**src/rtl/sxt_pkg.sv**
```systemverilog
package sxt_pkg;
    typedef enum logic [1:0] {
        ST_IDLE  = 2'd0,
        ST_LEAD  = 2'd1,
        ST_SHIFT = 2'd2
    } sxt_state_e;
endpackage

```
**src/rtl/sxt_div.sv**
```systemverilog
// Bit-period counter: counts 0..div while run is high, flags the low phase
// and the last cycle of each bit period.
module sxt_div #(
    parameter int DIV_W = 8
) (
    input  logic             clk,
    input  logic             rst_n,
    input  logic             run,
    input  logic [DIV_W-1:0] div,
    output logic             last,
    output logic             low_phase
);
    localparam int CW = DIV_W + 1;

    logic [DIV_W-1:0] cnt_q;
    logic [CW-1:0]    period;
    logic [CW-1:0]    high_len;

    assign period    = {1'b0, div} + CW'(1);
    assign high_len  = period - (period >> 1);
    assign last      = run && (cnt_q == div);
    assign low_phase = run && ({1'b0, cnt_q} >= high_len);

    always_ff @(posedge clk or negedge rst_n) begin
        if (!rst_n) begin
            cnt_q <= '0;
        end else if (!run || last) begin
            cnt_q <= '0;
        end else begin
            cnt_q <= cnt_q + DIV_W'(1);
        end
    end
endmodule

```
**src/rtl/sxt_shreg.sv**
```systemverilog
// Parallel-load shift register, MSB presented first.
module sxt_shreg #(
    parameter int W = 16
) (
    input  logic         clk,
    input  logic         rst_n,
    input  logic         load,
    input  logic         shift,
    input  logic [W-1:0] din,
    output logic         msb
);
    logic [W-1:0] q;

    assign msb = q[W-1];

    always_ff @(posedge clk or negedge rst_n) begin
        if (!rst_n) begin
            q <= '0;
        end else if (load) begin
            q <= din;
        end else if (shift) begin
            q <= {q[W-2:0], 1'b0};
        end
    end
endmodule

```
**src/rtl/sxt_tx.sv**
```systemverilog
module sxt_tx
    import sxt_pkg::*;
#(
    parameter int WORD_W = 16,
    parameter int DIV_W  = 8
) (
    input  logic              clk,
    input  logic              rst_n,
    input  logic [DIV_W-1:0]  div_i,
    input  logic              wr_i,
    input  logic [WORD_W-1:0] wdata_i,
    output logic              ready_o,
    output logic              overrun_o,
    output logic              sclk_o,
    output logic              sdata_o,
    output logic              fsync_n_o
);
    localparam int BIT_W = $clog2(WORD_W);
    localparam logic [BIT_W-1:0] LAST_BIT = BIT_W'(WORD_W - 1);

    sxt_state_e       state_q, state_d;
    logic [BIT_W-1:0] bit_q;
    logic [DIV_W-1:0] div_q;
    logic             overrun_q;
    logic             accept, reject;
    logic             run, per_last, low_phase, msb;

    assign accept = wr_i && (state_q == ST_IDLE);
    assign reject = wr_i && (state_q != ST_IDLE);
    assign run    = (state_q != ST_IDLE);

    sxt_div #(.DIV_W(DIV_W)) u_div (
        .clk       (clk),
        .rst_n     (rst_n),
        .run       (run),
        .div       (div_q),
        .last      (per_last),
        .low_phase (low_phase)
    );

    sxt_shreg #(.W(WORD_W)) u_shreg (
        .clk   (clk),
        .rst_n (rst_n),
        .load  (accept),
        .shift (state_q == ST_SHIFT && per_last),
        .din   (wdata_i),
        .msb   (msb)
    );

    // next-state logic
    always_comb begin
        state_d = state_q;
        unique case (state_q)
            ST_IDLE:  if (accept)   state_d = ST_LEAD;
            ST_LEAD:  if (per_last) state_d = ST_SHIFT;
            ST_SHIFT: if (per_last && bit_q == LAST_BIT) state_d = ST_IDLE;
            default:  state_d = ST_IDLE;
        endcase
    end

    // state register
    always_ff @(posedge clk or negedge rst_n) begin
        if (!rst_n) begin
            state_q <= ST_IDLE;
        end else begin
            state_q <= state_d;
        end
    end

    // datapath registers: bit index, captured divider, sticky overrun
    always_ff @(posedge clk or negedge rst_n) begin
        if (!rst_n) begin
            bit_q     <= '0;
            div_q     <= DIV_W'(1);
            overrun_q <= 1'b0;
        end else begin
            if (accept) begin
                bit_q <= '0;
                div_q <= (div_i == '0) ? DIV_W'(1) : div_i;
            end else if (state_q == ST_SHIFT && per_last) begin
                bit_q <= bit_q + BIT_W'(1);
            end
            if (reject) begin
                overrun_q <= 1'b1;
            end
        end
    end

    // outputs
    always_comb begin
        ready_o   = 1'b0;
        fsync_n_o = 1'b0;
        sclk_o    = 1'b1;
        sdata_o   = 1'b0;
        unique case (state_q)
            ST_IDLE: begin
                ready_o   = 1'b1;
                fsync_n_o = 1'b1;
            end
            ST_LEAD: begin
                sclk_o = 1'b1;
            end
            ST_SHIFT: begin
                sclk_o  = ~low_phase;
                sdata_o = msb;
            end
            default: begin
                fsync_n_o = 1'b1;
            end
        endcase
        overrun_o = overrun_q;
    end
endmodule

```
**config.mk**
```make
export PLATFORM = sky130hd
export DESIGN_NAME = sxt_tx
export DESIGN_NICKNAME = d
export VERILOG_FILES = /design/src/rtl/sxt_pkg.sv /design/src/rtl/sxt_div.sv /design/src/rtl/sxt_shreg.sv /design/src/rtl/sxt_tx.sv
export SDC_FILE = /design/constraint.sdc
export NUM_CORES = 1
export LEC_CHECK = 0
export ABC_AREA = 1
export BUFFER_PORTS_ARGS = -buffer_cell sky130_fd_sc_hd__buf_4
export CORE_MARGIN = 1
export CORE_UTILIZATION = 63
export DETAILED_ROUTE_END_ITERATION = 12
export PLACE_DENSITY = 0.93
export SYNTH_ARGS = -nofsm -noshare
export SYNTH_HDL_FRONTEND = slang
export SYNTH_HIERARCHICAL = 1
export SYNTH_SLANG_ARGS = --single-unit
```
**constraint.sdc**
```tcl
create_clock -name clk -period 6.38 [get_ports clk]
set_input_delay 0.638 -clock clk [delete_from_list [all_inputs] [get_ports clk]]
set_output_delay 0.638 -clock clk [all_outputs]
set_load 0.1 [all_outputs]
```
==> results of run 1 <==
==> per-stage QoR <==
stage / setup WS, ns / util / std cells / power [mW] / instance area, µm²
after floorplan: 2.46 / - / 387 / 1.23 / 2780
after global placement: 2.54 / 0.732 / 461 / 1.38 / 3010
after detailed placement: 2.37 / 0.732 / 461 / 1.45 / 3010
after CTS: 2.05 / 0.761 / 469 / 1.68 / 3130
after global routing: 1.67 / 0.761 / 469 / 1.84 / 3130
final: 2.04 / 0.761 / 469 / 1.69 / 3130
==> per-layer routing <==
layer  up-vias  wire length [µm]  track usage
li1       1292                 -            -
met2        82              3170        0.510
met5         -                 0            0
met1      1197              2730        0.361
met3        14               226       0.0417
met4         0               123        0.120
==> Yosys cell counts (3+ instances only) <==
master	n	area, µm²
inv_2	3	11.3
o21ai_0	5	25.0
a21oi_1	11	55.1
o21ai_1	5	25.0
xor2_1	7	61.3
inv_1	48	180
nor3_1	4	20.0
nand4_1	3	18.8
nand3_1	53	265
dfrtp_1	38	951
nand2_2	14	87.6
ha_1	21	263
nand2_1	125	469
nor2_1	24	90.1
nor2_2	4	25.0
==> critical path, cell delays in order (launching register included) <==
cell and delay (ns):
dfstp_2 0.62, ha_1 0.21, nor2_1 0.05, nor2_1 0.25, inv_1 0.10, ha_1 0.31, nand2_1 0.07, nor2_1 0.04
a211oi_1 0.28, nor2_1 0.09, nand2_1 0.08, nand2_2 0.07, xor2_1 0.15, ha_1 0.27, nand2_1 0.04, o21ai_0 0.20
nand2_1 0.07, nand2_1 0.06, nand2_1 0.05, nor2_2 0.09, nand2_1 0.05, buf_4 0.23
==> worst max-delay path by stage <==
stage / endpoint / start / slack [ns]
5_1_grt: sclk_o / div_q[0]$_DFFE_PN1P_ / 1.67
3_3_place_gp: sclk_o / div_q[0]$_DFFE_PN1P_ / 2.54
4_1_cts: sclk_o / div_q[0]$_DFFE_PN1P_ / 2.05
3_5_place_dp: sclk_o / div_q[0]$_DFFE_PN1P_ / 2.37
6_report: sclk_o / div_q[0]$_DFFE_PN1P_ / 2.04
2_1_floorplan: sclk_o / div_q[0]$_DFFE_PN1P_ / 2.46
==> registers in the layout, indices dropped and copies added (netlist names) <==
register     count
u_shreg/q       16
div_q            8
u_div/cnt_q      8
bit_q            4
state_q          2
overrun_o        1
==> where the power goes <==
group / internal, mW / switching, mW
Combinational: 0.373 / 0.675
Sequential: 0.337 / 0.0901
Clock: 0.126 / 0.0856
Total: 0.837 / 0.850
==> cells by family (layout without fill, tap and decap cells) <==
family	count (synthesis)	in the layout	synth area share
compound gates	24	24	0.0459
xor+xnor	9	9	0.0284
fa+ha+maj	22	22	0.102
buf+inv	59	91	0.0927
flops	39	39	0.351
simple gates	234	234	0.380
==> layout make-up <==
cell class / count / area [µm²]
Clock inverter: 2 / 35.0
Multi-Input combinational cell: 289 / 1550
Timing Repair Buffer: 31 / 233
Tap cell: 50 / 62.6
Fill cell: 307 / 983
Inverter: 52 / 196
Clock buffer: 6 / 82.6
Sequential cell: 39 / 977
==> reports/qor.yml, run 1 <==
status: "complete, no violations"
routed_wl_um: 6250
ios: 32
grt_max_degree: 40
crit_arrival_ns: 3.70
syn-mean-instance-area_um2: 7.18
die_y_um: 68.4
slew_violations: 0
initial_core_util: 0.676
postRouteAntennaNets: 0
core_mm2: 0.00412
slew_headroom: 0.456
worst_setup_path_end_kind: "output port"
syn_nets: 436
period_share: 0.680
drt-initial-drc-count: 144
drt-pass1-iter-count: 4
postCtsSetupRepairBufs: 0
yosys_warnings: 6
worstReg2RegEnd: "u_shreg/q[12]$_DFFE_PN0P_"
clk_path_buf_depth: 2
worst_hold_slack_ns: 0.289
hold_path.class: "in2async"
min_period_ns: 4.34
die_w_um: 68.4
post-dp-hpwl_um: 4500
synth_top_flop_cell: "dfrtp_1"
fp-row-count: 23
gp_congestion: 0.859
r2r_cells: 10
clock_latency_ns: 0.29
max_freq_mhz: 231
hold_viol: 0
grt_pass1_wl_um: 10100
synth_cells: 387
ys_ff_latch: 39
cts_buffers: 5
setup_viol: 0
cts_resized: 0
drv_cap: 0
cts.hold.buffers_added: 0
rsz0062_at_grt: "no"
grt_pass1_vias: 2390
drcViolationCount: 0
cts_root_buffer: "clkbuf_8"
die_area_mm2: 0.00468
cts.clk_slew.worst_paths_ns: 0.08
n_antenna_cell: 0
crit_fanout: 7
track_usage: 0.293
synthArstFlopShare: 1.00
cp-start-kind: "flop"
r2r_setup_slack_ns: 3.71
fin_tns_setup_ns: 0
vias: 2585
power_leakage_nw: 1.68
wl_per_cell_um: 13.3
seq_area_frac_synth: 0.351
cts_htree_levels: 2
cts_tree: "yes"
final_layout_size_suffix_gt1_frac: 0.158
antenna_found_initial: 0
io_buffers: 31
areaGrowthSynthToFinish_pct: 12.6
skew_ns: 0.00581
final_cell_mix: "nand2_1, nand3_1, inv_1"
synth-edff-count: 0
grt_overflow: 0
numClockSinks: 39
r2r-start: "div_q[0]$_DFFE_PN1P_"
tightestPinTransition_ns: 0.816
ir_drop_mv: 0.311
final_common_cell: "nand2_1"
netlist_area_mm2: 0.00278
avgViaCountPerCell: 5.51
power_density_mw_per_mm2: 539
finalNetCount: 467
required_ns: 5.74
synth.distinct_cells: 30
path_class: "reg2out"
Note: power is estimated with default switching activity, not from simulation.
==> run 2, diff against run 1 <==
--- a/config.mk
+++ b/config.mk
@@ -8,9 +8,9 @@
 export ABC_AREA = 1
 export BUFFER_PORTS_ARGS = -buffer_cell sky130_fd_sc_hd__buf_4
 export CORE_MARGIN = 1
-export CORE_UTILIZATION = 63
+export CORE_UTILIZATION = 53
 export DETAILED_ROUTE_END_ITERATION = 12
-export PLACE_DENSITY = 0.93
+export PLACE_DENSITY = 0.84
 export SYNTH_ARGS = -nofsm -noshare
 export SYNTH_HDL_FRONTEND = slang
 export SYNTH_HIERARCHICAL = 1
==> constraint.sdc (replaced) <==
create_clock -name clk -period 3.8 [get_ports clk]
set_input_delay 0.38 -clock clk [delete_from_list [all_inputs] [get_ports clk]]
set_output_delay 0.38 -clock clk [all_outputs]
set_load 0.1 [all_outputs]
==> reports/qor.yml, run 2 (synthesis gave the netlist of run 1 again) <==
status: "complete, no violations"
largest_register: "u_shreg/q"
numClockSinks: 39  # unchanged
drt-initial-drc-count: 74  # -49%
setup_viol: 0  # unchanged
hold_viol: 0  # unchanged
power_density_mw_per_mm2: 887  # +65%
crit_fanout: 3  # -4
cts.hold.buffers_added: 0  # unchanged
final_common_cell: "nand2_1"
ir_drop_mv: 0.451  # +45%
fp-row-count: 25  # +8.7%
final_layout_size_suffix_gt1_frac: 0.199  # +0.0415
drcViolationCount: 0  # unchanged
tightestPinTransition_ns: 0.722  # -0.0940 ns
path_class: "reg2out"
cts.clk_slew.worst_paths_ns: 0.08  # about the same
clock_latency_ns: 0.29  # about the same
die_w_um: 74.4  # +8.8%
grt_pass1_wl_um: 9360  # -7.1%
crit_arrival_ns: 3.24  # -0.46 ns
ios: 32  # unchanged
n_antenna_cell: 0  # unchanged
max_freq_mhz: 276
worst_setup_path_end_kind: "output port"
die_y_um: 74.4  # +8.8%
hold_path.class: "in2async"
cts_root_buffer: "clkbuf_8"
min_period_ns: 3.62
postRouteAntennaNets: 0  # unchanged
slew_violations: 0  # unchanged
initial_core_util: 0.570  # -0.106
required_ns: 3.42  # -2.32 ns
routed_wl_um: 5470  # -13%
cts_tree: "yes"
grt_max_degree: 40  # unchanged
areaGrowthSynthToFinish_pct: 18.8
antenna_found_initial: 0  # unchanged
drt-pass1-iter-count: 4  # unchanged
grt_overflow: 0  # unchanged
track_usage: 0.218  # -0.0747
slew_headroom: 0.518  # +0.0627
finalNetCount: 475  # +1.7%
drv_cap: 0  # unchanged
cp-start-kind: "flop"
fillers: 441  # +44%
gp_congestion: 0.862  # +0.37%
wl_per_cell_um: 11.1  # -17%
fin_tns_setup_ns: 0  # unchanged
post-dp-hpwl_um: 4190  # -6.8%
core_mm2: 0.00488  # +19%
power_leakage_nw: 1.74  # +3.6%
io_buffers: 31  # unchanged
top_regs: "u_shreg/q (16), div_q (8), u_div/cnt_q (8)"
die_area_mm2: 0.00554  # +18%
vias: 2442  # -5.5%
fin_util: 0.677  # -0.0844
skew_ns: 0.00564  # -0.000164 ns
cts_buffers: 5  # unchanged
clk_path_buf_depth: 2  # unchanged
cts_htree_levels: 2  # unchanged
grt_pass1_vias: 2165  # -9.4%
final_cell_mix: "nand2_1, nand3_1, inv_1"
period_share: 0.953
largest_reg_flops: 16  # unchanged
avgViaCountPerCell: 4.94  # -10%
==> run 2: cell count changes in the layout (fill, tap and decap cells not counted), sizes merged <==
cell	previous run	this run
buf	31	39
inv	51	52
clkinv	2	1
==> run 2: worst max-delay path: stages (launching register included) <==
cell	delay [ns]
dfstp_2	0.57
buf_4	0.14
nand3_1	0.10
xor2_2	0.24
inv_1	0.09
ha_1	0.31
a21oi_1	0.19
nand2_2	0.11
a21oi_2	0.14
xor2_1	0.16
ha_1	0.26
a21oi_1	0.12
o21ai_1	0.08
nand2_1	0.06
nand2_1	0.04
nand2_1	0.06
nor2_2	0.04
nand2_2	0.06
buf_12	0.17
==> run 2: routing by layer <==
metal / wire (µm) / up-vias / part of all wire / track usage
li1: - / 1301 / - / -
met1: 2590 / 1100 / 0.47 / 0.293
met2: 2670 / 35 / 0.49 / 0.366
met3: 152 / 6 / 0.028 / 0.0339
met4: 47 / 0 / 0.0086 / 0.0629
met5: 0 / - / 0 / 0
==> run 2: per-stage QoR <==
stage	total power, mW	instances	hold WS (ns)	setup slack (ns)	instance area [µm²]
4_1_cts	2.79	489	0.0602	0.0175	3200
3_5_place_dp	2.39	479	0.377	0.109	3040
2_1_floorplan	2.07	387	0.0844	0.142	2780
6_report	2.93	494	0.0538	0.180	3300
3_3_place_gp	2.33	479	0.378	0.241	3040
5_1_grt	3.24	494	0.0879	-0.00307	3300
==> run 2: what timing repair did <==
item | 4_1_cts | 5_1_grt
buffers inserted | 2 | 5
pin swaps | 0 | 9
endpoints found under the setup margin | 1 | 1
resized for setup | 5 | 14
==> run 2: report_power, final <==
group / switching [mW] / internal, mW / leakage (nW)
combinational: 1.12 / 0.741 / 1.18
sequential: 0.148 / 0.567 / 0.493
clock: 0.138 / 0.212 / 0.0612
==> run 2: worst paths after layout <==
check                                          from                         to  slack (ns)  cells past startpoint
max reg2reg                    div_q[0]$_DFFE_PN1P_   u_shreg/q[9]$_DFFE_PN0P_        1.05                     12
min reg2reg                u_shreg/q[8]$_DFFE_PN0P_   u_shreg/q[8]$_DFFE_PN0P_        0.49                      2
min in group clk                           div_i[6]       div_q[6]$_DFFE_PN0P_        0.29                      3
max in group asynchronous                     rst_n       div_q[1]$_DFFE_PN0P_        3.38                      1
max                            div_q[0]$_DFFE_PN1P_                     sclk_o        0.18                     18
min                                           rst_n  u_shreg/q[15]$_DFFE_PN0P_        0.05                      1
==> run 2: area by class of cell <==
cell class              count  area [µm²]  share of cell area
flip-flops and latches     39         978               0.296
repair buffers             39         305              0.0925
well taps                  67        83.8              0.0254
inverters                  52         198              0.0599
clock buffers               6        82.6              0.0250
multi-input cells         289        1620               0.490
clock inverters             2        35.0              0.0106
==> run 3, diff against run 2 <==
==> constraint.sdc (replaced) <==
create_clock -name clk -period 3.8 [get_ports clk]
set_input_delay 0.57 -clock clk [delete_from_list [all_inputs] [get_ports clk]]
set_output_delay 0.57 -clock clk [all_outputs]
set_load 0.1 [all_outputs]
==> reports/qor.yml, run 3 (synthesis gave the netlist of run 1 again) <==
status: "finished with violations"
finalNetCount: 477  # +0.42%
max_freq_mhz: 262  # -5.1%
drv_cap: 0  # unchanged
rsz0062_at_grt: "yes"
cts.clk_slew.worst_paths_ns: 0.08  # about the same
hold_viol: 0  # unchanged
fin_tns_setup_ns: -0.0128  # -0.0128 ns
routed_wl_um: 5980  # +9.4%
drcViolationCount: 0  # unchanged
final_layout_size_suffix_gt1_frac: 0.221  # +0.0224
die_w_um: 74.4  # unchanged
final_cell_mix: "nand2_1, nand3_1, inv_1"
placed_cells: 481  # +0.42%
worst_hold_slack_ns: 0.232  # +0.178 ns
setup_viol: 1  # +1
fp-row-count: 25  # unchanged
place_area_mm2: 0.00306  # +0.58%
r2r_cells: 11  # -1
required_ns: 3.23  # -0.19 ns
worstReg2RegEnd: "u_shreg/q[5]$_DFFE_PN0P_"
die_y_um: 74.4  # unchanged
track_usage: 0.226  # +0.00815
grt_max_degree: 40  # unchanged
avgViaCountPerCell: 5.10  # +3.3%
cts_htree_levels: 2  # unchanged
initial_core_util: 0.570  # unchanged
cts_root_buffer: "clkbuf_8"
cts_buffers: 5  # unchanged
drt-pass1-iter-count: 4  # unchanged
tightestPinTransition_ns: 0.701  # -0.0202 ns
areaGrowthSynthToFinish_pct: 22.4
violations: "setup timing"
power_leakage_nw: 1.76  # +1.0%
grt_pass1_vias: 2223  # +2.7%
worst_slack_ns: -0.0128  # -0.193 ns
skew_ns: 0.0107  # +0.00510 ns
grt_overflow: 0  # unchanged
ios: 32  # unchanged
postRouteAntennaNets: 0  # unchanged
gp_congestion: 0.864  # +0.13%
cp-start-kind: "flop"
slew_headroom: 0.532  # +0.0135
crit_arrival_ns: 3.24  # about the same
cts_tree: "yes"
grt_pass1_wl_um: 9500  # +1.5%
r2r-start: "div_q[2]$_DFFE_PN0P_"
stdcell_area_mm2: 0.00340  # +3.0%
final_common_cell: "nand2_1"
drt-initial-drc-count: 124  # +68%
post-dp-hpwl_um: 4320  # +3.0%
min_period_ns: 3.81  # +0.193 ns
core_mm2: 0.00488  # unchanged
power_density_mw_per_mm2: 950  # +7.1%
r2r_setup_slack_ns: 1.12  # +0.07 ns
crit_fanout: 4  # +1
crit_path_end: "sclk_o"
n_antenna_cell: 0  # unchanged
slew_violations: 0  # unchanged
worst_setup_path_end_kind: "output port"
clk_path_buf_depth: 2  # unchanged
hold_path.class: "in2async"
path_class: "reg2out"
clock_latency_ns: 0.29  # about the same
largest_reg_flops: 16  # unchanged
top_regs: "u_shreg/q (16), div_q (8), u_div/cnt_q (8)"
antenna_found_initial: 0  # unchanged
vias: 2532  # +3.7%
die_area_mm2: 0.00554  # unchanged
largest_register: "u_shreg/q"
numClockSinks: 39  # unchanged
stdcell_count: 496  # +0.40%
setup.worst_path.start: "div_q[0]$_DFFE_PN1P_"
wl_per_cell_um: 12.1  # +8.9%
period_share: 1.00  # +0.0508
io_buffers: 31  # unchanged
ir_drop_mv: 0.429  # -4.9%
run 3: cell types whose count changed in the layout (fill, tap and decap cells not counted), sizes merged:
cell    change
buf         +2
clkbuf      -1
clkinv      +2
inv         -1
run 3: cell type report:
type | instances | area, µm²
clock buffer | 5 | 68.8
multi-input combinational | 289 | 1690
inverter | 52 | 200
tap | 67 | 83.8
fill | 411 | 1480
timing repair buffer | 41 | 340
clock inverter | 3 | 43.8
sequential | 39 | 977
run 3: per-layer routing:
| layer | global-route usage | vias up | wire (µm) |
|---|---|---|---|
| met2 | 0.401 | 50 | 3030 |
| met1 | 0.281 | 1168 | 2710 |
| met4 | 0.0734 | 0 | 77 |
| met5 | 0 | - | 0 |
| li1 | - | 1307 | - |
| met3 | 0.0366 | 7 | 165 |
run 3: worst max-delay path: stages (launching register included):
cell and delay (ns):
dfstp_2 0.57, ha_4 0.17, nor2_4 0.05, nor2_4 0.20, buf_12 0.12, ha_4 0.20
nand2_2 0.06, nor2_2 0.04, a211oi_2 0.17, nor2_1 0.08, nand2_1 0.08, nand2_2 0.07
xor2_1 0.17, ha_1 0.28, nand2_1 0.05, o21ai_1 0.13, nand2_1 0.07, nand2_1 0.06
nand2_1 0.05, nor2_2 0.11, nand2_2 0.07, buf_12 0.17
run 3: where the power goes:
part           switching (mW)  internal, mW
combinational            1.28         0.901
sequential              0.151         0.565
clock                   0.143         0.195
run 3: repair_timing:
item | CTS | global route
hold endpoints to repair | 0 | 0
resized for setup | 16 | 16
hold buffers | 0 | 0
pin swaps | 10 | 15
endpoints found under the setup margin | 1 | 1
buffers inserted | 3 | 4
run 3: worst min-delay path by stage:
| stage | end | slack, ns | cells after the start |
|---|---|---|---|
| after floorplan | bit_q[0]$_DFFE_PN0P_ | 0.27 | 0 |
| after global placement | u_shreg/q[0]$_DFFE_PN0P_ | 0.46 | 2 |
| after detailed placement | overrun_o$_DFFE_PN0P_ | 0.46 | 1 |
| after CTS | bit_q[3]$_DFFE_PN0P_ | 0.25 | 1 |
| after global routing | bit_q[3]$_DFFE_PN0P_ | 0.26 | 1 |
| final | bit_q[3]$_DFFE_PN0P_ | 0.23 | 1 |
run 3: per-stage QoR:
stage | worst slack [ns] | utilization | power (mW)
CTS | 0.00802 | 0.672 | 2.95
detailed placement | 0.0830 | 0.627 | 2.43
global route | -0.211 | 0.697 | 3.53
floorplan | 0.157 | - | 2.07
finish | -0.0128 | 0.697 | 3.23
global placement | 0.145 | 0.627 | 2.35
